`src/rtl/darb_pkg.sv`:
```
package darb_pkg;
  localparam int MAX_REQ = 16;
  localparam int IDX_W   = $clog2(MAX_REQ);

  typedef struct packed {
    logic             grantValid;
    logic [IDX_W-1:0] grantIdx;
  } grant_strobe_t;
endpackage

```
`src/rtl/darb_slots.sv`:
```
module darb_slots #(
  parameter int NUM_REQ      = 4,
  parameter int ROW_W        = 8,
  parameter int AGE_W        = 4,
  parameter int BASE_W       = 4,
  parameter int BONUS_W      = 4,
  parameter logic [NUM_REQ*BASE_W-1:0] BASE_WEIGHTS = '0,
  parameter logic [BONUS_W-1:0] URGENT_BONUS = 4,
  parameter logic [BONUS_W-1:0] HIT_BONUS    = 3,
  parameter int REFRESH_IDX  = NUM_REQ-1,
  localparam int TERM_W  = (BASE_W > AGE_W) ? ((BASE_W > BONUS_W) ? BASE_W : BONUS_W)
                                            : ((AGE_W > BONUS_W) ? AGE_W : BONUS_W),
  localparam int SUM_W   = TERM_W + 2,
  localparam int SCORE_W = SUM_W + 1
) (
  input  logic                          clk,
  input  logic                          rstN,
  input  logic [NUM_REQ-1:0]            reqValid,
  input  logic [NUM_REQ-1:0]            reqUrgent,
  input  logic [NUM_REQ*ROW_W-1:0]      reqRow,
  input  logic                          openRowValid,
  input  logic [ROW_W-1:0]              openRow,
  input  darb_pkg::grant_strobe_t       ctrl,
  output logic [NUM_REQ-1:0]            reqReady,
  output logic [NUM_REQ-1:0]            slotValid,
  output logic [NUM_REQ-1:0][SCORE_W-1:0] slotScore,
  output logic [NUM_REQ-1:0]            grantOneHot
);
  localparam logic [AGE_W-1:0] AGE_MAX = {AGE_W{1'b1}};

  logic [NUM_REQ-1:0]            urgentQ;
  logic [NUM_REQ-1:0][ROW_W-1:0] rowQ;
  logic [NUM_REQ-1:0][AGE_W-1:0] ageQ;
  logic [NUM_REQ-1:0]            rowHit;
  logic [NUM_REQ-1:0]            loadSlot;

  for (genvar i = 0; i < NUM_REQ; i++) begin : g_slot
    localparam logic [BASE_W-1:0] BASE = BASE_WEIGHTS[i*BASE_W +: BASE_W];
    logic [SUM_W-1:0] sumTerm;

    assign grantOneHot[i] = ctrl.grantValid && (ctrl.grantIdx == darb_pkg::IDX_W'(i));
    assign reqReady[i]    = !slotValid[i];
    assign loadSlot[i]    = reqValid[i] && !slotValid[i];
    assign rowHit[i]      = openRowValid && (rowQ[i] == openRow);

    always_ff @(posedge clk or negedge rstN) begin
      if (!rstN) begin
        slotValid[i] <= 1'b0;
        urgentQ[i]   <= 1'b0;
        rowQ[i]      <= '0;
        ageQ[i]      <= '0;
      end else if (loadSlot[i]) begin
        slotValid[i] <= 1'b1;
        urgentQ[i]   <= reqUrgent[i];
        rowQ[i]      <= reqRow[i*ROW_W +: ROW_W];
        ageQ[i]      <= '0;
      end else if (grantOneHot[i]) begin
        slotValid[i] <= 1'b0;
        ageQ[i]      <= '0;
      end else if (slotValid[i] && ageQ[i] != AGE_MAX) begin
        ageQ[i]      <= ageQ[i] + 1'b1;
      end
    end

    always_comb begin
      sumTerm = SUM_W'(BASE) + SUM_W'(ageQ[i]);
      if (urgentQ[i]) sumTerm = sumTerm + SUM_W'(URGENT_BONUS);
      if (rowHit[i])  sumTerm = sumTerm + SUM_W'(HIT_BONUS);
    end

    if (i == REFRESH_IDX) begin : g_refresh
      assign slotScore[i] = {urgentQ[i], sumTerm};
    end else begin : g_master
      assign slotScore[i] = {1'b0, sumTerm};
    end

    assert_take_request_R1: assert property (@(posedge clk) disable iff (!rstN)
      (reqValid[i] && reqReady[i]) |=> slotValid[i]);
    assert_age_start_R5: assert property (@(posedge clk) disable iff (!rstN)
      (reqValid[i] && reqReady[i]) |=> (ageQ[i] == '0));
    assert_age_step_R5: assert property (@(posedge clk) disable iff (!rstN)
      (slotValid[i] && !grantOneHot[i] && ageQ[i] != AGE_MAX) |=> (ageQ[i] == $past(ageQ[i]) + 1'b1));
    assert_age_hold_R5: assert property (@(posedge clk) disable iff (!rstN)
      (slotValid[i] && !grantOneHot[i] && ageQ[i] == AGE_MAX) |=> (ageQ[i] == AGE_MAX));
    assert_slot_freed_R6: assert property (@(posedge clk) disable iff (!rstN)
      grantOneHot[i] |=> !slotValid[i]);
    assert_grant_occupied_R2: assert property (@(posedge clk) disable iff (!rstN)
      grantOneHot[i] |-> slotValid[i]);
  end

  assert_grant_onehot_R2: assert property (@(posedge clk) disable iff (!rstN)
    $onehot0(grantOneHot));
  assert_urgent_refresh_R7: assert property (@(posedge clk) disable iff (!rstN)
    (slotValid[REFRESH_IDX] && urgentQ[REFRESH_IDX]) |-> grantOneHot[REFRESH_IDX]);
  assert_reset_state_R9: assert property (@(posedge clk)
    $rose(rstN) |-> (grantOneHot == '0));
endmodule

```
`src/rtl/darb_pick.sv`:
```
module darb_pick #(
  parameter int NUM_REQ = 4,
  parameter int SCORE_W = 7
) (
  input  logic                            clk,
  input  logic                            rstN,
  input  logic [NUM_REQ-1:0]              slotValid,
  input  logic [NUM_REQ-1:0][SCORE_W-1:0] slotScore,
  output darb_pkg::grant_strobe_t         ctrl
);
  localparam int IDX_W = darb_pkg::IDX_W;

  if (NUM_REQ > darb_pkg::MAX_REQ) begin : g_too_many
    $error("NUM_REQ exceeds the supported requester count");
  end

  logic [SCORE_W-1:0] bestScore;
  logic [IDX_W-1:0]   bestIdx;
  logic               found;

  always_comb begin
    found     = 1'b0;
    bestScore = '0;
    bestIdx   = '0;
    for (int i = 0; i < NUM_REQ; i++) begin
      if (slotValid[i] && (!found || slotScore[i] > bestScore)) begin
        found     = 1'b1;
        bestScore = slotScore[i];
        bestIdx   = IDX_W'(i);
      end
    end
    ctrl.grantValid = found;
    ctrl.grantIdx   = bestIdx;
  end

  assert_grant_when_busy_R2: assert property (@(posedge clk) disable iff (!rstN)
    (slotValid != '0) |-> ctrl.grantValid);
  assert_idle_no_grant_R2: assert property (@(posedge clk) disable iff (!rstN)
    (slotValid == '0) |-> !ctrl.grantValid);

  for (genvar j = 0; j < NUM_REQ; j++) begin : g_chk
    assert_lower_loses_R4: assert property (@(posedge clk) disable iff (!rstN)
      (ctrl.grantValid && slotValid[j] && IDX_W'(j) < ctrl.grantIdx) |-> (slotScore[j] < bestScore));
    assert_higher_not_better_R3: assert property (@(posedge clk) disable iff (!rstN)
      (ctrl.grantValid && slotValid[j] && IDX_W'(j) > ctrl.grantIdx) |-> (slotScore[j] <= bestScore));
  end
endmodule

```
`src/rtl/dram_prio_arbiter.sv`:
```
module dram_prio_arbiter #(
  parameter int NUM_REQ      = 4,
  parameter int ROW_W        = 8,
  parameter int AGE_W        = 4,
  parameter int BASE_W       = 4,
  parameter int BONUS_W      = 4,
  parameter logic [NUM_REQ*BASE_W-1:0] BASE_WEIGHTS = {4'd1, 4'd0, 4'd1, 4'd2},
  parameter logic [BONUS_W-1:0] URGENT_BONUS = 4,
  parameter logic [BONUS_W-1:0] HIT_BONUS    = 3,
  parameter int REFRESH_IDX  = NUM_REQ-1
) (
  input  logic                     clk,
  input  logic                     rstN,
  input  logic [NUM_REQ-1:0]       reqValid,
  output logic [NUM_REQ-1:0]       reqReady,
  input  logic [NUM_REQ-1:0]       reqUrgent,
  input  logic [NUM_REQ*ROW_W-1:0] reqRow,
  input  logic                     openRowValid,
  input  logic [ROW_W-1:0]         openRow,
  output logic [NUM_REQ-1:0]       grantOneHot
);
  localparam int TERM_W  = (BASE_W > AGE_W) ? ((BASE_W > BONUS_W) ? BASE_W : BONUS_W)
                                            : ((AGE_W > BONUS_W) ? AGE_W : BONUS_W);
  localparam int SCORE_W = TERM_W + 3;

  darb_pkg::grant_strobe_t                ctrl;
  logic [NUM_REQ-1:0]                     slotValid;
  logic [NUM_REQ-1:0][SCORE_W-1:0]        slotScore;

  darb_slots #(
    .NUM_REQ(NUM_REQ), .ROW_W(ROW_W), .AGE_W(AGE_W), .BASE_W(BASE_W), .BONUS_W(BONUS_W),
    .BASE_WEIGHTS(BASE_WEIGHTS), .URGENT_BONUS(URGENT_BONUS), .HIT_BONUS(HIT_BONUS),
    .REFRESH_IDX(REFRESH_IDX)
  ) u_slots (
    .clk(clk), .rstN(rstN), .reqValid(reqValid), .reqUrgent(reqUrgent), .reqRow(reqRow),
    .openRowValid(openRowValid), .openRow(openRow), .ctrl(ctrl), .reqReady(reqReady),
    .slotValid(slotValid), .slotScore(slotScore), .grantOneHot(grantOneHot)
  );

  darb_pick #(.NUM_REQ(NUM_REQ), .SCORE_W(SCORE_W)) u_pick (
    .clk(clk), .rstN(rstN), .slotValid(slotValid), .slotScore(slotScore), .ctrl(ctrl)
  );
endmodule

```
`config.mk`:
```
export PLATFORM = sky130hd
export DESIGN_NAME = dram_prio_arbiter
export DESIGN_NICKNAME = d
export VERILOG_FILES = /design/src/rtl/darb_pkg.sv /design/src/rtl/darb_slots.sv /design/src/rtl/darb_pick.sv /design/src/rtl/dram_prio_arbiter.sv
export SDC_FILE = /design/constraint.sdc
export NUM_CORES = 1
export LEC_CHECK = 0
export ABC_AREA = 0
export BUFFER_PORTS_ARGS = -buffer_cell sky130_fd_sc_hd__buf_2
export CAP_MARGIN = 10
export CORE_ASPECT_RATIO = 2
export CORE_MARGIN = 4
export CORE_UTILIZATION = 59
export CTS_CLUSTER_DIAMETER = 50
export DETAILED_ROUTE_END_ITERATION = 16
export GPL_ROUTABILITY_DRIVEN = 0
export HOLD_SLACK_MARGIN = 0.06
export PLACE_DENSITY = 0.82
export REMOVE_ABC_BUFFERS = 1
export SLEW_MARGIN = 25
export SYNTH_ARGS = -nofsm -noshare
export SYNTH_HDL_FRONTEND = slang
export SYNTH_SLANG_ARGS = --single-unit
```
`constraint.sdc`:
```
create_clock -name clk -period 7.7 [get_ports clk]
set_clock_uncertainty 0.15 [all_clocks]
set_input_delay 0.77 -clock clk [delete_from_list [all_inputs] [get_ports clk]]
set_output_delay 0.77 -clock clk [all_outputs]
set_load 0.02 [all_outputs]
```
# --- Yosys cells after proc, flatten, opt, wreduce, memory -nomap -nowiden ---
# Index checks and enable logic that the tools add are counted.
classes:
  add_sub_neg: 15
  order_cmp: 3
  n_eq_ne: 11
  n_mux: 38
  reduce_logical: 38
op_table:
  columns: ["operator", "n"]
  rows:
  - ["two-way mux 6 bit", 9]
  - ["two-way mux 4 bit", 12]
  - ["== test 8 bit", 4]
  - ["adder 6 x 2 -> 6 bit (second input constant)", 4]
  - ["logical AND 1 bit", 19]
  - ["adder 6 x 3 -> 6 bit (second input constant)", 3]
  - ["adder 4 x 1 -> 4 bit (second input constant)", 4]
  - ["inequality test 4 bit (second input constant)", 4]
  - ["greater-than comparator 6 x 7 -> 1 bit", 2]
  - ["two-way mux 7 bit", 2]
  - ["two-way mux 1 bit", 13]
  - ["nonzero test 3 bit", 4]
  - ["adder 1 x 4 -> 5 bit (first input constant)", 2]
  - ["== test 4 x 2 -> 1 bit (second input constant)", 2]
  - ["nonzero test 2 bit", 4]
  - ["greater-than comparator 7 bit", 1]
  - ["zero test 1 bit", 7]
  - ["adder 2 x 4 -> 5 bit (first input constant)", 1]
  - ["adder 4 x 3 -> 5 bit (second input constant)", 1]
  - ["== test 4 x 1 -> 1 bit (second input constant)", 1]
  - ["zero test 4 bit", 1]
  - ["two-way mux 2 bit", 2]
  - ["logical OR 1 bit", 3]
word_totals:
  reg_bits: 56
  out_inout_bits: 8

# --- Logic depth before layout (Yosys ltp) ---
# Gate-level depths: netlist of the first run.
depth:
  word_depth: 22
  ltp_mapped: 32
  depth_no_buf: 30

# --- Modules after synthesis ---
# Synthesis of the first run repeated with hierarchy kept, for this count alone.
unflattened:
  cells_unflattened: 417
  area_unflattened_um2: 4169.0
modules_own_cells:
  columns: ["mod", "instances", "cells_each", "area_each_um2", "seq_area_each_um2"]
  rows:
  - ["darb_slots", 1, 316, 3343.2, 1401.3]
  - ["darb_pick", 1, 101, 825.8, 0.0]

# --- Least setup slack after synthesis of the first run ---
# OpenSTA, ideal clock, no wires.
synth_path:
  path_type: "input to output"
  start: "input port openRow[0]"
  end: "output port grantOneHot[1]"
  t_arrival_ns: 6.517
  path_slack_ns: 0.263
  path_stages: 28
  n_path_buf: 4
  cell_sequence: "buf_2 -> xnor2_1 -> nand3_1 -> or3_1 -> clkbuf_1 -> o41ai_2 -> and2_1 -> ha_1 -> a21o_1 -> a211o_1 -> o221a_2 -> buf_2 -> o31a_1 -> a21oi_1 -> inv_1 -> ha_1 -> nand3_1 -> a21o_1 -> a21oi_1 -> buf_2 -> nor2b_1 -> and3_1 -> a221oi_2 -> ha_1 -> a21o_1 -> a2111oi_1 -> a21oi_2 -> nor3_1"
synth_via:
  elab_chain_cells: 18
synth_rtl:
  columns: ["element", "line", "source"]
  rows:
  - ["start: declaration", "dram_prio_arbiter.sv:19", "input logic [ROW_W-1:0] openRow,"]
  - ["== test 8 bit", "darb_slots.sv:44", "assign rowHit[i] = openRowValid && (rowQ[i] == openRow);"]
  - ["logical AND 1 bit", "darb_slots.sv:44", null]
  - ["two-way mux 6 bit", "darb_slots.sv:68", "if (rowHit[i]) sumTerm = sumTerm + SUM_W'(HIT_BONUS);"]
  - ["two-way mux 6 bit", "darb_pick.sv:26", "if (slotValid[i] && (!found || slotScore[i] > bestScore)) begin"]
  - ["greater-than comparator 6 x 7 -> 1 bit", "darb_pick.sv:26", null]
  - ["logical OR 1 bit", "darb_pick.sv:26", null]
  - ["logical AND 1 bit", "darb_pick.sv:26", null]
  - ["two-way mux 7 bit or two-way mux 1 bit (tied branches)", "darb_pick.sv:26", null]
  - ["[... 2 more ...]", null, null]
  - ["logical AND 1 bit", "darb_pick.sv:26", null]
  - ["two-way mux 7 bit or two-way mux 1 bit (tied branches)", "darb_pick.sv:26", null]
  - ["greater-than comparator 7 bit or zero test 1 bit (tied branches)", "darb_pick.sv:26", null]
  - ["logical OR 1 bit", "darb_pick.sv:26", null]
  - ["logical AND 1 bit", "darb_pick.sv:26", null]
  - ["two-way mux 2 bit", "darb_pick.sv:26", null]
  - ["== test 4 x 1 -> 1 bit", "darb_slots.sv:41", "assign grantOneHot[i] = ctrl.grantValid && (ctrl.grantIdx == darb_pkg::IDX_W'(i));"]
  - ["logical AND 1 bit *", "darb_slots.sv:41", null]
  - ["end: declaration", "dram_prio_arbiter.sv:20", "output logic [NUM_REQ-1:0] grantOneHot"]
# Every way passes the cells marked *; elsewhere a longest branch is shown, timed or not.

# --- Final worst setup path of the first run ---
layout_path:
  start: "input port openRow[6]"
  end: "output port grantOneHot[0]"
layout_via:
  elab_chain_cells: 18
layout_rtl:
  columns: ["element", "line"]
  rows:
  - ["== test 8 bit", "darb_slots.sv:44"]
  - ["logical AND 1 bit", "darb_slots.sv:44"]
  - ["two-way mux 6 bit", "darb_slots.sv:68"]
  - ["two-way mux 6 bit", "darb_pick.sv:26"]
  - ["greater-than comparator 6 x 7 -> 1 bit", "darb_pick.sv:26"]
  - ["logical OR 1 bit", "darb_pick.sv:26"]
  - ["logical AND 1 bit", "darb_pick.sv:26"]
  - ["two-way mux 7 bit or two-way mux 1 bit (tied branches)", "darb_pick.sv:26"]
  - ["[... 2 more ...]", null]
  - ["logical AND 1 bit", "darb_pick.sv:26"]
  - ["two-way mux 7 bit or two-way mux 1 bit (tied branches)", "darb_pick.sv:26"]
  - ["greater-than comparator 7 bit or zero test 1 bit (tied branches)", "darb_pick.sv:26"]
  - ["logical OR 1 bit", "darb_pick.sv:26"]
  - ["logical AND 1 bit", "darb_pick.sv:26"]
  - ["two-way mux 2 bit", "darb_pick.sv:26"]
  - ["zero test 4 bit", "darb_slots.sv:41"]
  - ["logical AND 1 bit *", "darb_slots.sv:41"]
# Marks and branches as above.

==> impl_results.html, run 1 <==
<table>
<tr><th>Metric</th><th>Value</th></tr>
<tr><th colspan="2">GRT</th></tr>
<tr><td>Aggregate global routing overflow</td><td>0</td></tr>
<tr><td>GRT Overall Usage</td><td>0.266</td></tr>
<tr><td>Global-route wire length before repair</td><td>~17000 um</td></tr>
<tr><td>Number of global-route vias before repair</td><td>around 3800</td></tr>
<tr><td>Antenna violations before repair</td><td>0</td></tr>
<tr><td>Pin count of the biggest net entering global routing</td><td>between 50 and 60</td></tr>
<tr><th colspan="2">Synth</th></tr>
<tr><td>Number of flops mapped to enable cells by yosys</td><td>0</td></tr>
<tr><td>Dominant cell by count in the synthesized netlist</td><td>sky130_fd_sc_hd__dfrtp_1</td></tr>
<tr><td>Register bit total from synthesis</td><td>56</td></tr>
<tr><td>Gate count of the mapped netlist</td><td>roughly 440</td></tr>
<tr><td>Share of the synthesized area in the top cell type</td><td>0.327</td></tr>
<tr><td>Count of yosys warnings during synthesis</td><td>0</td></tr>
<tr><td>Fraction of the yosys area taken by sequential cells</td><td>0.327</td></tr>
<tr><td>Ys async rst share</td><td>1.00</td></tr>
<tr><td>Cell taking the most area after synthesis</td><td>sky130_fd_sc_hd__dfrtp_1</td></tr>
<tr><td>Leading cell types by count after synthesis</td><td>56 x sky130_fd_sc_hd__dfrtp_1, 52 x sky130_fd_sc_hd__xnor2_1, 38 x sky130_fd_sc_hd__mux2_2, 33 x sky130_fd_sc_hd__nand2_1, 32 x sky130_fd_sc_hd__nor2_1</td></tr>
<tr><td>Distinct cells, synth</td><td>63</td></tr>
<tr><td>Area of the mapped netlist</td><td>about 4300 um2</td></tr>
<tr><td>Largest cells by area after synthesis</td><td>sky130_fd_sc_hd__dfrtp_1 33%, sky130_fd_sc_hd__xnor2_1 11%, sky130_fd_sc_hd__mux2_2 10%</td></tr>
<tr><td>Post-synth top flop</td><td>sky130_fd_sc_hd__dfrtp_1</td></tr>
<tr><td>Post-Syn Area per Cell</td><td>9.86 um2</td></tr>
<tr><th colspan="2">Worst setup path</th></tr>
<tr><td>Reg2Reg Depth</td><td>29</td></tr>
<tr><td>Worst r2r src</td><td>u_slots.ageQ[5]</td></tr>
<tr><td>End point of the critical path</td><td>grantOneHot[0]</td></tr>
<tr><td>Type of origin of the critical path</td><td>input port</td></tr>
<tr><td>Startpoint-to-endpoint class of the critical path</td><td>in -&gt; out</td></tr>
<tr><td>Peak fanout along the critical path</td><td>10</td></tr>
<tr><td>FF-to-FF End</td><td>u_slots.ageQ[6]</td></tr>
<tr><td>Worst EP arrival</td><td>6.62 ns</td></tr>
<tr><td>Setup slack of the most critical reg-to-reg path</td><td>1.04 ns</td></tr>
<tr><td>Required @ worst endpoint</td><td>between 6 and 7 ns</td></tr>
<tr><td>Kind of end point of the critical path</td><td>output pin</td></tr>
<tr><td>Critical Path Start</td><td>openRow[6]</td></tr>
<tr><th colspan="2">Cells and area</th></tr>
<tr><td>Antenna diode instance count</td><td>0</td></tr>
<tr><td>Fraction of layout instances using a drive strength above 1</td><td>0.314</td></tr>
<tr><td>Growth of design area from synthesis to finish</td><td>14.3%</td></tr>
<tr><td>Combined area of the multi-input logic cells</td><td>roughly 2800 um2</td></tr>
<tr><td>Fin nets</td><td>between 500 and 600</td></tr>
<tr><td>Post-layout utilization of the core</td><td>0.701</td></tr>
<tr><td>Final-layout fill cell count</td><td>about 530</td></tr>
<tr><td>Non-filler cells, final</td><td>between 500 and 600</td></tr>
<tr><td>FF/Latch Area</td><td>~1400 um2</td></tr>
<tr><th colspan="2">STA</th></tr>
<tr><td>Total negative slack</td><td>0 ns</td></tr>
<tr><td>Final setup violating endpoints</td><td>0</td></tr>
<tr><td>Max Clock Freq</td><td>about 130 MHz</td></tr>
<tr><td>Ratio of final minimum period to clock period</td><td>0.980</td></tr>
<tr><td>Final hold violation count</td><td>0</td></tr>
<tr><td>Slew headroom</td><td>0.299</td></tr>
<tr><td>Fin. max-slew vios</td><td>0</td></tr>
<tr><td>Pin slew with the least headroom to its limit</td><td>1.05 ns</td></tr>
<tr><td>Min cycle time layout</td><td>between 7 and 8 ns</td></tr>
<tr><th colspan="2">Power</th></tr>
<tr><td>Psw</td><td>roughly 1.3 mW</td></tr>
<tr><td>Pleak</td><td>about 2.2 nW</td></tr>
<tr><td>Comb power frac</td><td>0.676</td></tr>
<tr><td>Maximum VDD drop</td><td>roughly 0.26 mV</td></tr>
<tr><td>Part of the power in registers</td><td>0.233</td></tr>
<tr><td>Internal power</td><td>1.35 mW</td></tr>
<tr><td>Sw Ratio</td><td>0.489</td></tr>
<tr><td>Clock power frac</td><td>0.090</td></tr>
<tr><td>Power density over cell area</td><td>540 nW/um2</td></tr>
<tr><th colspan="2">Place</th></tr>
<tr><td>Placed instance count</td><td>567</td></tr>
<tr><td>Port buffer count</td><td>58</td></tr>
<tr><td>DP Wirelength</td><td>~8400 um</td></tr>
<tr><th colspan="2">Die</th></tr>
<tr><td>CORE AREA</td><td>~7000 um2</td></tr>
<tr><td>Top-level port count</td><td>a little under 60</td></tr>
<tr><td>Site row count</td><td>43</td></tr>
<tr><td>Effective utilization at floorplan</td><td>0.613</td></tr>
<tr><td>Area of the die</td><td>approximately 8800 um2</td></tr>
<tr><td>DIE HEIGHT</td><td>around 130 um</td></tr>
<tr><td>Die X-Extent</td><td>between 60 and 70 um</td></tr>
<tr><th colspan="2">Drt</th></tr>
<tr><td>Per-cell via count in the routed design</td><td>6.11</td></tr>
<tr><td>Number of violations reported at the end of detailed-routing iteration 0</td><td>188</td></tr>
<tr><td>Vias after detailed routing</td><td>around 3500</td></tr>
<tr><td>Residual antenna-violating net count after detailed routing</td><td>0</td></tr>
<tr><td>Remaining DRCs</td><td>0</td></tr>
<tr><td>Drt wl/cell</td><td>18.8 um</td></tr>
<tr><td>First-pass iteration count of the detailed router</td><td>5</td></tr>
<tr><td>Wire length reported by the detailed router</td><td>10900 um</td></tr>
<tr><th colspan="2">Clocking</th></tr>
<tr><td>Num CTS Buffers</td><td>5</td></tr>
<tr><td>Clock slew at the register clock pins of the worst setup and hold paths</td><td>around 0.07 ns</td></tr>
<tr><td>Post-cts hold buffer count</td><td>0</td></tr>
<tr><td>Level count of the clock H-tree</td><td>2</td></tr>
<tr><td>Sink count of the clock tree</td><td>56</td></tr>
<tr><td>Clock insertion delay at the later pin of the skew report</td><td>about 0.30 ns</td></tr>
<tr><td>Maximum buffer depth of the clock tree</td><td>2</td></tr>
<tr><td>Clock tree from TritonCTS</td><td>built</td></tr>
<tr><td>CTS Root Cell</td><td>sky130_fd_sc_hd__clkbuf_16</td></tr>
<tr><th colspan="2">Flow run</th></tr>
<tr><td>Max Cap Viol</td><td>0</td></tr>
<tr><th colspan="2">Hold path</th></tr>
<tr><td>Hold crit path type</td><td>reg -&gt; reg</td></tr>
<tr><th colspan="2">Run status</th></tr>
<tr><td>Run status</td><td>completed</td></tr>
</table>
-- final cells by class --
class,count,share of cell area
Multi-Input combinational cell,335,0.565
Sequential cell,56,0.286
Inverter,21,0.0161
Clock buffer,5,0.0255
Clock inverter,3,0.00562
Tap cell,90,0.0230
Timing Repair Buffer,70,0.0781
-- worst max-delay path, stage by stage --
cell and delay, ns:
sky130_fd_sc_hd__buf_2 0.16, sky130_fd_sc_hd__xnor2_1 0.21, sky130_fd_sc_hd__nand4_1 0.14, sky130_fd_sc_hd__or3_1 0.45, sky130_fd_sc_hd__o41ai_2 0.41, sky130_fd_sc_hd__and2_1 0.23
sky130_fd_sc_hd__ha_1 0.26, sky130_fd_sc_hd__a21o_1 0.16, sky130_fd_sc_hd__a211o_1 0.30, sky130_fd_sc_hd__o221a_4 0.32, sky130_fd_sc_hd__o31a_1 0.14, sky130_fd_sc_hd__a21oi_2 0.13
sky130_fd_sc_hd__inv_1 0.06, sky130_fd_sc_hd__ha_1 0.31, sky130_fd_sc_hd__nand3_1 0.11, sky130_fd_sc_hd__a21o_1 0.20, sky130_fd_sc_hd__a21oi_4 0.20, sky130_fd_sc_hd__buf_4 0.20
sky130_fd_sc_hd__inv_1 0.12, sky130_fd_sc_hd__mux2i_1 0.16, sky130_fd_sc_hd__ha_1 0.38, sky130_fd_sc_hd__nand4b_1 0.22, sky130_fd_sc_hd__o31ai_4 0.37, sky130_fd_sc_hd__a21oi_4 0.09
sky130_fd_sc_hd__a2111oi_4 0.32, sky130_fd_sc_hd__buf_4 0.22
-- metal layers --
| layer | wire length (um) | track usage |
|---|---|---|
| met1 | 3670 | 0.255 |
| met2 | 5950 | 0.480 |
| met3 | 400 | 0.0393 |
| met4 | 910 | 0.202 |
| met5 | 0 | 0 |
-- cell families after synthesis --
logic type	Yosys count	synth area share
simple gates	138	0.166
xor+xnor	71	0.152
flops	56	0.327
fa+ha+maj	31	0.0898
compound gates	50	0.0957
mux	45	0.116
buf+inv	44	0.0534
-- through the flow --
step	setup slack (ns)	hold slack (ns)	power (mW)	area (um2)
CTS	0.0118	0.388	2.51	4800
finish	0.157	0.387	2.65	4900
global route	-0.0478	0.405	2.82	4900
floorplan	0.177	0.324	1.73	4140
global placement	0.206	0.363	2.14	4590
detailed placement	-0.00808	0.371	2.20	4600
-- state kept, by name, indices dropped and copies added, names as in the netlist --
name,flops
u_slots.rowQ,32
u_slots.ageQ,16
u_slots.slotScore,1
u_slots.slotValid,4
u_slots.urgentQ,3
-- power by group through the flow --
stage / Combinational [mW] / Clock, mW / Sequential (mW)
floorplan: 1.18 / 0 / 0.554
global placement: 1.54 / 0 / 0.605
detailed placement: 1.59 / 0 / 0.612
CTS: 1.65 / 0.243 / 0.608
global route: 1.93 / 0.255 / 0.632
finish: 1.79 / 0.239 / 0.617
-- worst min path at each step --
stage / cells after the start / to / from / slack [ns]
after floorplan: 0 / u_slots.ageQ[0] / rstN / 0.32
after global placement: 1 / u_slots.rowQ[11] / u_slots.rowQ[11] / 0.36
after detailed placement: 1 / u_slots.rowQ[31] / u_slots.rowQ[31] / 0.37
after CTS: 1 / u_slots.rowQ[13] / u_slots.rowQ[13] / 0.39
after global routing: 1 / u_slots.rowQ[11] / u_slots.rowQ[11] / 0.41
final: 1 / u_slots.rowQ[13] / u_slots.rowQ[13] / 0.39
-- layout by cell type, fill, tap and decap left out, drive strengths merged, types with 2 or more instances in the layout --
master   instances
clkbuf           5
nor2            33
o221a            2
and4b            2
nand2b           5
nand2           34
a211o            2
inv             22
o21ai            2
xnor2           56
xor2            15
nand3           18
buf             70
o31a             2
nand4            6
a21o             5
nor2b            6
a21oi           16
a2111oi          3
mux2i            7
ha              30
nor4             6
and2             2
nor3            13
a31oi            2
mux2            38
dfrtp           56
nand4b           3
o21bai           3
nor4b            2
nand3b           2
o31ai            3
or3              2
-- timing repair --
item                                    CTS  global route
resized for setup                         6            17
endpoints found under the setup margin    4             4
setup buffers                             3             2
pin swaps                                 3            10
No activity file was read; power rests on OpenSTA's default activity.
==> run 2, diff against run 1 <==
CORE_ASPECT_RATIO = 1.4   (was 2)
==> run 2 against run 1 <==
Final area is 4.6% higher. Global-route usage shrank 1.1 points. Via count shrank 0.28%. Sequential cell count unchanged. Critical path type is now reg -> out. First-iteration DRC count is 43% higher. Non-clock buffer count grew 16. Critical path depth shrank 1. Worst setup slack worse by 0.14 ns. Die area decreased by 0.72%. Final cell count is 3.6% higher. Routed wire length up 1.4%. Maximum frequency shrank 1.9%.
==> impl_results.html, run 2 (synthesis gave the netlist of run 1 again) <==
<table>
<tr><th>Metric</th><th>Value</th></tr>
<tr><th colspan="2">STA</th></tr>
<tr><td>Final setup violating endpoints</td><td>0</td></tr>
<tr><td>Slew headroom</td><td>0.406</td></tr>
<tr><td>Final hold violation count</td><td>0</td></tr>
<tr><td>Ratio of final minimum period to clock period</td><td>0.998</td></tr>
<tr><td>Min cycle time layout</td><td>7.69 ns</td></tr>
<tr><td>Total negative slack</td><td>0 ns</td></tr>
<tr><td>Max Clock Freq</td><td>approximately 130 MHz</td></tr>
<tr><td>Pin slew with the least headroom to its limit</td><td>0.889 ns</td></tr>
<tr><td>Fin. max-slew vios</td><td>0</td></tr>
<tr><th colspan="2">Cells and area</th></tr>
<tr><td>Final standard cell area without fillers</td><td>between 5000 and 6000 um2</td></tr>
<tr><td>Most used cells in the layout excluding fill and tap cells</td><td>57 x sky130_fd_sc_hd__buf_2, 52 x sky130_fd_sc_hd__dfrtp_1, 49 x sky130_fd_sc_hd__xnor2_1</td></tr>
<tr><td>Growth of design area from synthesis to finish</td><td>19.5%</td></tr>
<tr><td>Fraction of layout instances using a drive strength above 1</td><td>0.368</td></tr>
<tr><td>Fin nets</td><td>~590</td></tr>
<tr><td>Largest Register</td><td>u_slots.rowQ</td></tr>
<tr><td>Antenna diode instance count</td><td>0</td></tr>
<tr><td>Max reg flops</td><td>32</td></tr>
<tr><td>Most common cell after layout, fill and taps aside</td><td>sky130_fd_sc_hd__buf_2</td></tr>
<tr><td>Final-layout fill cell count</td><td>between 400 and 500</td></tr>
<tr><td>Biggest regs</td><td>u_slots.rowQ (32), u_slots.ageQ (16), u_slots.slotValid (4)</td></tr>
<tr><td>Post-layout utilization of the core</td><td>0.730</td></tr>
<tr><th colspan="2">Die</th></tr>
<tr><td>CORE AREA</td><td>7030 um2</td></tr>
<tr><td>Effective utilization at floorplan</td><td>0.610</td></tr>
<tr><td>Area of the die</td><td>just under 9000 um2</td></tr>
<tr><td>Top-level port count</td><td>59</td></tr>
<tr><td>Die X-Extent</td><td>about 80 um</td></tr>
<tr><td>Site row count</td><td>36</td></tr>
<tr><td>DIE HEIGHT</td><td>about 110 um</td></tr>
<tr><th colspan="2">GRT</th></tr>
<tr><td>Antenna violations before repair</td><td>0</td></tr>
<tr><td>Met3 Track Usage GR</td><td>0.0430</td></tr>
<tr><td>Grt met1 use</td><td>0.263</td></tr>
<tr><td>Gr busiest metal</td><td>met2</td></tr>
<tr><td>Global-route wire length before repair</td><td>between 15000 and 20000 um</td></tr>
<tr><td>Met2 layer usage reported by global route</td><td>0.467</td></tr>
<tr><td>GRT Overall Usage</td><td>0.255</td></tr>
<tr><td>Pin count of the biggest net entering global routing</td><td>57</td></tr>
<tr><td>Number of global-route vias before repair</td><td>3807</td></tr>
<tr><td>Aggregate global routing overflow</td><td>0</td></tr>
<tr><th colspan="2">Worst setup path</th></tr>
<tr><td>Worst r2r src</td><td>u_slots.ageQ[1]</td></tr>
<tr><td>Cell seen most often among critical-path stages</td><td>sky130_fd_sc_hd__ha_1</td></tr>
<tr><td>Startpoint-to-endpoint class of the critical path</td><td>reg -&gt; out</td></tr>
<tr><td>Cell at the slowest stage of the critical path</td><td>sky130_fd_sc_hd__dfrtp_2</td></tr>
<tr><td>Kind of end point of the critical path</td><td>output pin</td></tr>
<tr><td>Worst EP arrival</td><td>6.77 ns</td></tr>
<tr><td>FF-to-FF End</td><td>u_slots.ageQ[6]</td></tr>
<tr><td>Reg2Reg Depth</td><td>26</td></tr>
<tr><td>Peak fanout along the critical path</td><td>7</td></tr>
<tr><td>Sum of buffers and inverters on the critical path</td><td>3</td></tr>
<tr><td>Setup slack of the most critical reg-to-reg path</td><td>around 0.87 ns</td></tr>
<tr><td>Delay of the slowest cell on the worst path</td><td>0.47 ns</td></tr>
<tr><td>Required @ worst endpoint</td><td>around 6.8 ns</td></tr>
<tr><td>Family of cells with the greatest summed delay on the critical path</td><td>compound AO/OA/AOI/OAI gates</td></tr>
<tr><td>Type of origin of the critical path</td><td>register</td></tr>
<tr><th colspan="2">Clocking</th></tr>
<tr><td>Num CTS Buffers</td><td>5</td></tr>
<tr><td>Post-cts hold buffer count</td><td>0</td></tr>
<tr><td>Clock tree from TritonCTS</td><td>built</td></tr>
<tr><td>Clock insertion delay at the later pin of the skew report</td><td>approximately 0.33 ns</td></tr>
<tr><td>Level count of the clock H-tree</td><td>2</td></tr>
<tr><td>Maximum buffer depth of the clock tree</td><td>2</td></tr>
<tr><td>CTS Root Cell</td><td>sky130_fd_sc_hd__clkbuf_8</td></tr>
<tr><td>Clock slew at the register clock pins of the worst setup and hold paths</td><td>approximately 0.1 ns</td></tr>
<tr><td>Sink count of the clock tree</td><td>56</td></tr>
<tr><th colspan="2">Flow run</th></tr>
<tr><td>Max Cap Viol</td><td>0</td></tr>
<tr><th colspan="2">Drt</th></tr>
<tr><td>Vias after detailed routing</td><td>between 3000 and 4000</td></tr>
<tr><td>Per-cell via count in the routed design</td><td>5.88</td></tr>
<tr><td>Residual antenna-violating net count after detailed routing</td><td>0</td></tr>
<tr><td>First-pass iteration count of the detailed router</td><td>4</td></tr>
<tr><td>Drt wl/cell</td><td>18.4 um</td></tr>
<tr><td>Remaining DRCs</td><td>0</td></tr>
<tr><td>Number of violations reported at the end of detailed-routing iteration 0</td><td>269</td></tr>
<tr><td>Wire length reported by the detailed router</td><td>about 11000 um</td></tr>
<tr><th colspan="2">Run status</th></tr>
<tr><td>Run status</td><td>completed</td></tr>
<tr><th colspan="2">Hold path</th></tr>
<tr><td>Endpoint, Worst Hold</td><td>u_slots.rowQ[11]</td></tr>
<tr><td>Hold crit path type</td><td>reg -&gt; reg</td></tr>
<tr><td>Number of cells on the worst hold path</td><td>1</td></tr>
<tr><td>Startpoint of the lowest-slack hold path</td><td>u_slots.rowQ[11]</td></tr>
<tr><th colspan="2">Place</th></tr>
<tr><td>Port buffer count</td><td>58</td></tr>
<tr><td>Cell Area, Placed</td><td>~4600 um2</td></tr>
<tr><td>DP Wirelength</td><td>8180 um</td></tr>
</table>
-- run 2: changes by cell type in the layout (fill, tap and decap cells not counted), moves of 2 or more --
cell	delta
sky130_fd_sc_hd__buf_4	+15
sky130_fd_sc_hd__clkbuf_16	-5
sky130_fd_sc_hd__clkbuf_8	+6
sky130_fd_sc_hd__dfrtp_1	-3
sky130_fd_sc_hd__dfrtp_2	+3
sky130_fd_sc_hd__ha_1	-2
sky130_fd_sc_hd__ha_4	+3
sky130_fd_sc_hd__inv_1	-2
sky130_fd_sc_hd__nand3_1	-3
sky130_fd_sc_hd__nand3_2	+2
sky130_fd_sc_hd__nor2b_1	-2
sky130_fd_sc_hd__nor2b_2	+2
-- run 2: layout make-up --
type	instances	area [um2]	share of cell area
Multi-Input combinational cell	335	2890	0.563
Sequential cell	56	1410	0.274
Timing Repair Buffer	86	507	0.0989
Tap cell	95	119	0.0232
Inverter	21	86.3	0.0168
Clock buffer	6	82.6	0.0161
Clock inverter	2	38.8	0.00757
-- run 2: how the worst max path moves through the flow --
stage / start / to / slack (ns) / cells after the start
detailed placement: openRow[7] / grantOneHot[0] / 0.14 / 26
global route: u_slots.ageQ[4] / grantOneHot[0] / -0.29 / 27
floorplan: u_slots.ageQ[4] / grantOneHot[1] / 0.18 / 28
finish: u_slots.ageQ[1] / grantOneHot[0] / 0.01 / 25
global placement: openRow[1] / grantOneHot[0] / 0.36 / 27
CTS: u_slots.ageQ[4] / grantOneHot[0] / 0.03 / 29
-- run 2: what timing repair did --
item	in CTS	in global routing
gates resized for setup	3	43
pin swaps	0	15
cloned	0	0
setup endpoints to repair	4	4
buffers inserted	0	21
-- run 2: metal layers --
metal / part of all wire / vias up
met1: 0.36 / 1699
li1: - / 1657
met2: 0.53 / 135
met5: 0 / -
met3: 0.058 / 43
met4: 0.051 / 0
-- run 2: through the flow --
| stage | instances | hold slack [ns] | setup slack (ns) |
|---|---|---|---|
| final | 601 | 0.390 | 0.0142 |
| after CTS | 580 | 0.391 | 0.0255 |
| after detailed placement | 572 | 0.368 | 0.140 |
| after global routing | 601 | 0.417 | -0.287 |
| after floorplan | 412 | 0.324 | 0.177 |
| after global placement | 572 | 0.372 | 0.362 |
Power of run 2 is left out: the tool's default activity adds up to more than one toggle a clock period on the data nets, which glitch-free logic cannot reach.
==> run 3, diff against run 2 <==
CORE_UTILIZATION = 58   (was 59)
CTS_CLUSTER_SIZE = 16   (was not set)
PLACE_DENSITY = 0.81   (was 0.82)
SYNTH_HIERARCHICAL = 1   (was not set)
==> run 3 against run 2 <==
Clock-buffer cell count unchanged. Register-to-register slack better by 0.13 ns. Maximum frequency up 2.6%. Die area down 1.0%. Area after synthesis down 2.8%. Synthesized cell count down 4.1%. Sequential share of layout area up 0.86 points.
==> impl_results.html, run 3 <==
<table>
<tr><th>Metric</th><th>Value</th></tr>
<tr><th colspan="2">Clocking</th></tr>
<tr><td>Clock tree from TritonCTS</td><td>built</td></tr>
<tr><td>Sink count of the clock tree</td><td>56</td></tr>
<tr><td>Clock slew at the register clock pins of the worst setup and hold paths</td><td>approximately 0.1 ns</td></tr>
<tr><td>Clock insertion delay at the later pin of the skew report</td><td>slightly above 0.3 ns</td></tr>
<tr><td>Maximum buffer depth of the clock tree</td><td>2</td></tr>
<tr><td>Level count of the clock H-tree</td><td>2</td></tr>
<tr><td>Num CTS Buffers</td><td>5</td></tr>
<tr><td>CTS Root Cell</td><td>sky130_fd_sc_hd__clkbuf_8</td></tr>
<tr><th colspan="2">Die</th></tr>
<tr><td>Top-level port count</td><td>59</td></tr>
<tr><td>Die X-Extent</td><td>around 80 um</td></tr>
<tr><td>CORE AREA</td><td>6980 um2</td></tr>
<tr><td>Site row count</td><td>36</td></tr>
<tr><td>Area of the die</td><td>approximately 8600 um2</td></tr>
<tr><td>DIE HEIGHT</td><td>108 um</td></tr>
<tr><td>Effective utilization at floorplan</td><td>0.597</td></tr>
<tr><th colspan="2">Cells and area</th></tr>
<tr><td>Biggest regs</td><td>u_slots/rowQ (32), u_slots/ageQ (16), u_slots/slotValid (4)</td></tr>
<tr><td>Final standard cell area without fillers</td><td>slightly below 5000 um2</td></tr>
<tr><td>Most common cell after layout, fill and taps aside</td><td>sky130_fd_sc_hd__buf_2</td></tr>
<tr><td>Antenna diode instance count</td><td>0</td></tr>
<tr><td>Fraction of layout instances using a drive strength above 1</td><td>0.364</td></tr>
<tr><td>Growth of design area from synthesis to finish</td><td>19.1%</td></tr>
<tr><td>Largest Register</td><td>u_slots/rowQ</td></tr>
<tr><td>Most used cells in the layout excluding fill and tap cells</td><td>56 x sky130_fd_sc_hd__buf_2, 53 x sky130_fd_sc_hd__dfrtp_1, 47 x sky130_fd_sc_hd__xnor2_1</td></tr>
<tr><td>Post-layout utilization of the core</td><td>0.711</td></tr>
<tr><td>Fin nets</td><td>between 500 and 600</td></tr>
<tr><td>Max reg flops</td><td>32</td></tr>
<tr><th colspan="2">STA</th></tr>
<tr><td>Ratio of final minimum period to clock period</td><td>0.972</td></tr>
<tr><td>Pin slew with the least headroom to its limit</td><td>around 1.0 ns</td></tr>
<tr><td>Max Clock Freq</td><td>between 100 and 150 MHz</td></tr>
<tr><td>Slew headroom</td><td>0.303</td></tr>
<tr><td>Min cycle time layout</td><td>roughly 7.5 ns</td></tr>
<tr><td>Final setup violating endpoints</td><td>0</td></tr>
<tr><td>Fin. max-slew vios</td><td>0</td></tr>
<tr><td>Setup repair after global routing missed its margin</td><td>yes</td></tr>
<tr><td>Final hold slack</td><td>0.387 ns</td></tr>
<tr><td>Final hold violation count</td><td>0</td></tr>
<tr><td>Total negative slack</td><td>0 ns</td></tr>
<tr><th colspan="2">GRT</th></tr>
<tr><td>Pin count of the biggest net entering global routing</td><td>57</td></tr>
<tr><td>Global-route wire length before repair</td><td>around 15000 um</td></tr>
<tr><td>GRT Overall Usage</td><td>0.221</td></tr>
<tr><td>Number of global-route vias before repair</td><td>3346</td></tr>
<tr><td>Antenna violations before repair</td><td>0</td></tr>
<tr><td>Aggregate global routing overflow</td><td>0</td></tr>
<tr><th colspan="2">Synth</th></tr>
<tr><td>Number of flops mapped to enable cells by yosys</td><td>0</td></tr>
<tr><td>Distinct cells, synth</td><td>50</td></tr>
<tr><td>Leading cell types by count after synthesis</td><td>56 x sky130_fd_sc_hd__dfrtp_1, 49 x sky130_fd_sc_hd__mux2_2, 47 x sky130_fd_sc_hd__xnor2_1, 32 x sky130_fd_sc_hd__ha_1, 32 x sky130_fd_sc_hd__nand2_1</td></tr>
<tr><td>Fraction of the yosys area taken by sequential cells</td><td>0.336</td></tr>
<tr><td>Post-synth top flop</td><td>sky130_fd_sc_hd__dfrtp_1</td></tr>
<tr><td>Ys async rst share</td><td>1.00</td></tr>
<tr><td>Dominant cell by count in the synthesized netlist</td><td>sky130_fd_sc_hd__dfrtp_1</td></tr>
<tr><td>Gate count of the mapped netlist</td><td>around 420</td></tr>
<tr><td>Register bit total from synthesis</td><td>56</td></tr>
<tr><td>Share of the synthesized area in the top cell type</td><td>0.336</td></tr>
<tr><td>Cell taking the most area after synthesis</td><td>sky130_fd_sc_hd__dfrtp_1</td></tr>
<tr><td>Post-Syn Area per Cell</td><td>~10 um2</td></tr>
<tr><td>Area of the mapped netlist</td><td>around 4200 um2</td></tr>
<tr><td>Count of yosys warnings during synthesis</td><td>6</td></tr>
<tr><td>Largest cells by area after synthesis</td><td>sky130_fd_sc_hd__dfrtp_1 34%, sky130_fd_sc_hd__mux2_2 13%, sky130_fd_sc_hd__xnor2_1 9.9%</td></tr>
<tr><th colspan="2">Drt</th></tr>
<tr><td>Vias after detailed routing</td><td>around 3200</td></tr>
<tr><td>First-pass iteration count of the detailed router</td><td>5</td></tr>
<tr><td>Number of violations reported at the end of detailed-routing iteration 0</td><td>between 100 and 150</td></tr>
<tr><td>Per-cell via count in the routed design</td><td>about 5.5</td></tr>
<tr><td>Remaining DRCs</td><td>0</td></tr>
<tr><td>Residual antenna-violating net count after detailed routing</td><td>0</td></tr>
<tr><td>Wire length reported by the detailed router</td><td>~9600 um</td></tr>
<tr><td>Drt wl/cell</td><td>about 16 um</td></tr>
<tr><th colspan="2">Place</th></tr>
<tr><td>Port buffer count</td><td>58</td></tr>
<tr><td>DP Wirelength</td><td>7290 um</td></tr>
<tr><td>Cell Area, Placed</td><td>between 4000 and 5000 um2</td></tr>
<tr><th colspan="2">Worst setup path</th></tr>
<tr><td>Startpoint-to-endpoint class of the critical path</td><td>reg -&gt; out</td></tr>
<tr><td>Type of origin of the critical path</td><td>register</td></tr>
<tr><td>Cell seen most often among critical-path stages</td><td>sky130_fd_sc_hd__ha_4</td></tr>
<tr><td>Delay of the slowest cell on the worst path</td><td>about 0.46 ns</td></tr>
<tr><td>Family of cells with the greatest summed delay on the critical path</td><td>compound AO/OA/AOI/OAI gates</td></tr>
<tr><td>Sum of buffers and inverters on the critical path</td><td>3</td></tr>
<tr><td>Required @ worst endpoint</td><td>6.78 ns</td></tr>
<tr><td>Worst EP arrival</td><td>between 6 and 7 ns</td></tr>
<tr><td>Cell at the slowest stage of the critical path</td><td>sky130_fd_sc_hd__dfrtp_2</td></tr>
<tr><td>Kind of end point of the critical path</td><td>output pin</td></tr>
<tr><td>Peak fanout along the critical path</td><td>7</td></tr>
<tr><th colspan="2">Power</th></tr>
<tr><td>Pleak</td><td>2.23 nW</td></tr>
<tr><td>Maximum VDD drop</td><td>0.297 mV</td></tr>
<tr><td>Power density over cell area</td><td>between 500 and 600 nW/um2</td></tr>
<tr><td>Total Power Consumption</td><td>approximately 2.7 mW</td></tr>
<tr><th colspan="2">Flow run</th></tr>
<tr><td>Max Cap Viol</td><td>0</td></tr>
<tr><th colspan="2">Run status</th></tr>
<tr><td>Run status</td><td>completed</td></tr>
<tr><th colspan="2">Hold path</th></tr>
<tr><td>Hold crit path type</td><td>reg -&gt; reg</td></tr>
</table>
## run 3: cell count changes after synthesis, sizes merged, moves of 4 or more
cell	previous run	this run
mux2	38	53
inv	21	31
nor2	33	25
xnor2	56	48
xor2	15	22
clkbuf	10	4
nor3	13	8
o21ai	2	7
a21oi	16	12
nand2b	5	1
## run 3: repair_timing
| action | 4_1_cts | 5_1_grt |
|---|---|---|
| setup endpoints to repair | 3 | 4 |
| hold buffers | 0 | 0 |
| pin swaps | 2 | 14 |
| setup buffers | 2 | 5 |
| resized for setup | 4 | 45 |
## run 3: final cells by class
type | count | area [um2]
Timing Repair Buffer | 75 | 438
Clock inverter | 2 | 10.0
Sequential cell | 56 | 1410
Multi-Input combinational cell | 319 | 2800
Inverter | 31 | 116
Clock buffer | 6 | 82.6
Tap cell | 95 | 119
Fill cell | 482 | 2020
## run 3: worst paths after layout
| kind | end | slack (ns) | cells past startpoint | from |
|---|---|---|---|---|
| min | u_slots/rowQ[20] | 0.39 | 1 | u_slots/rowQ[20] |
| max in group asynchronous | u_slots/ageQ[4] | 6.49 | 2 | rstN |
| min reg2reg | u_slots/rowQ[20] | 0.39 | 1 | u_slots/rowQ[20] |
| min in group asynchronous | u_slots/rowQ[14] | 0.43 | 2 | rstN |
| max reg2reg | u_slots/ageQ[0] | 1.00 | 30 | u_slots/ageQ[1] |
| max | grantOneHot[0] | 0.21 | 28 | u_slots/ageQ[1] |
## run 3: through the flow
step / setup WS (ns) / cells
floorplan: 0.405 / 406
CTS: 0.0133 / 579
global route: -0.133 / 584
finish: 0.212 / 584
global placement: 0.126 / 569
detailed placement: -0.0637 / 569
## run 3: worst register-to-register path, delay by kind of cell (launching register included)
family	cells	cell delay (ns)
AO/OA/AOI/OAI	8	1.65
AND/OR/NAND/NOR	9	1.30
adder cells (fa/ha/maj)	5	1.29
multiplexers	3	0.87
buffers and inverters	3	0.47
flip-flops	1	0.46
XOR/XNOR	2	0.36
## run 3: metal layers
metal | vias up | routed length, um | track usage
met5 | - | 0 | 0
met4 | 0 | 342 | 0.0934
met3 | 21 | 408 | 0.0400
met2 | 77 | 5180 | 0.410
met1 | 1557 | 3680 | 0.243
li1 | 1567 | - | -
## run 3: cells by family after synthesis
group                      synth area share
other                               0.00180
muxes                                 0.156
adders and majority gates            0.0960
and+or+nand+nor                       0.140
DFF                                   0.336
xor gates and xnor gates              0.149
AOI/OAI and AO/OA                    0.0690
buffers and inverters                0.0513
## run 3: power by group
part           internal (mW)  leakage, nW  switching [mW]
sequential             0.443        0.666           0.170
clock                 0.0720       0.0510          0.0934
combinational          0.966         1.51           0.917
total                   1.48         2.23            1.18
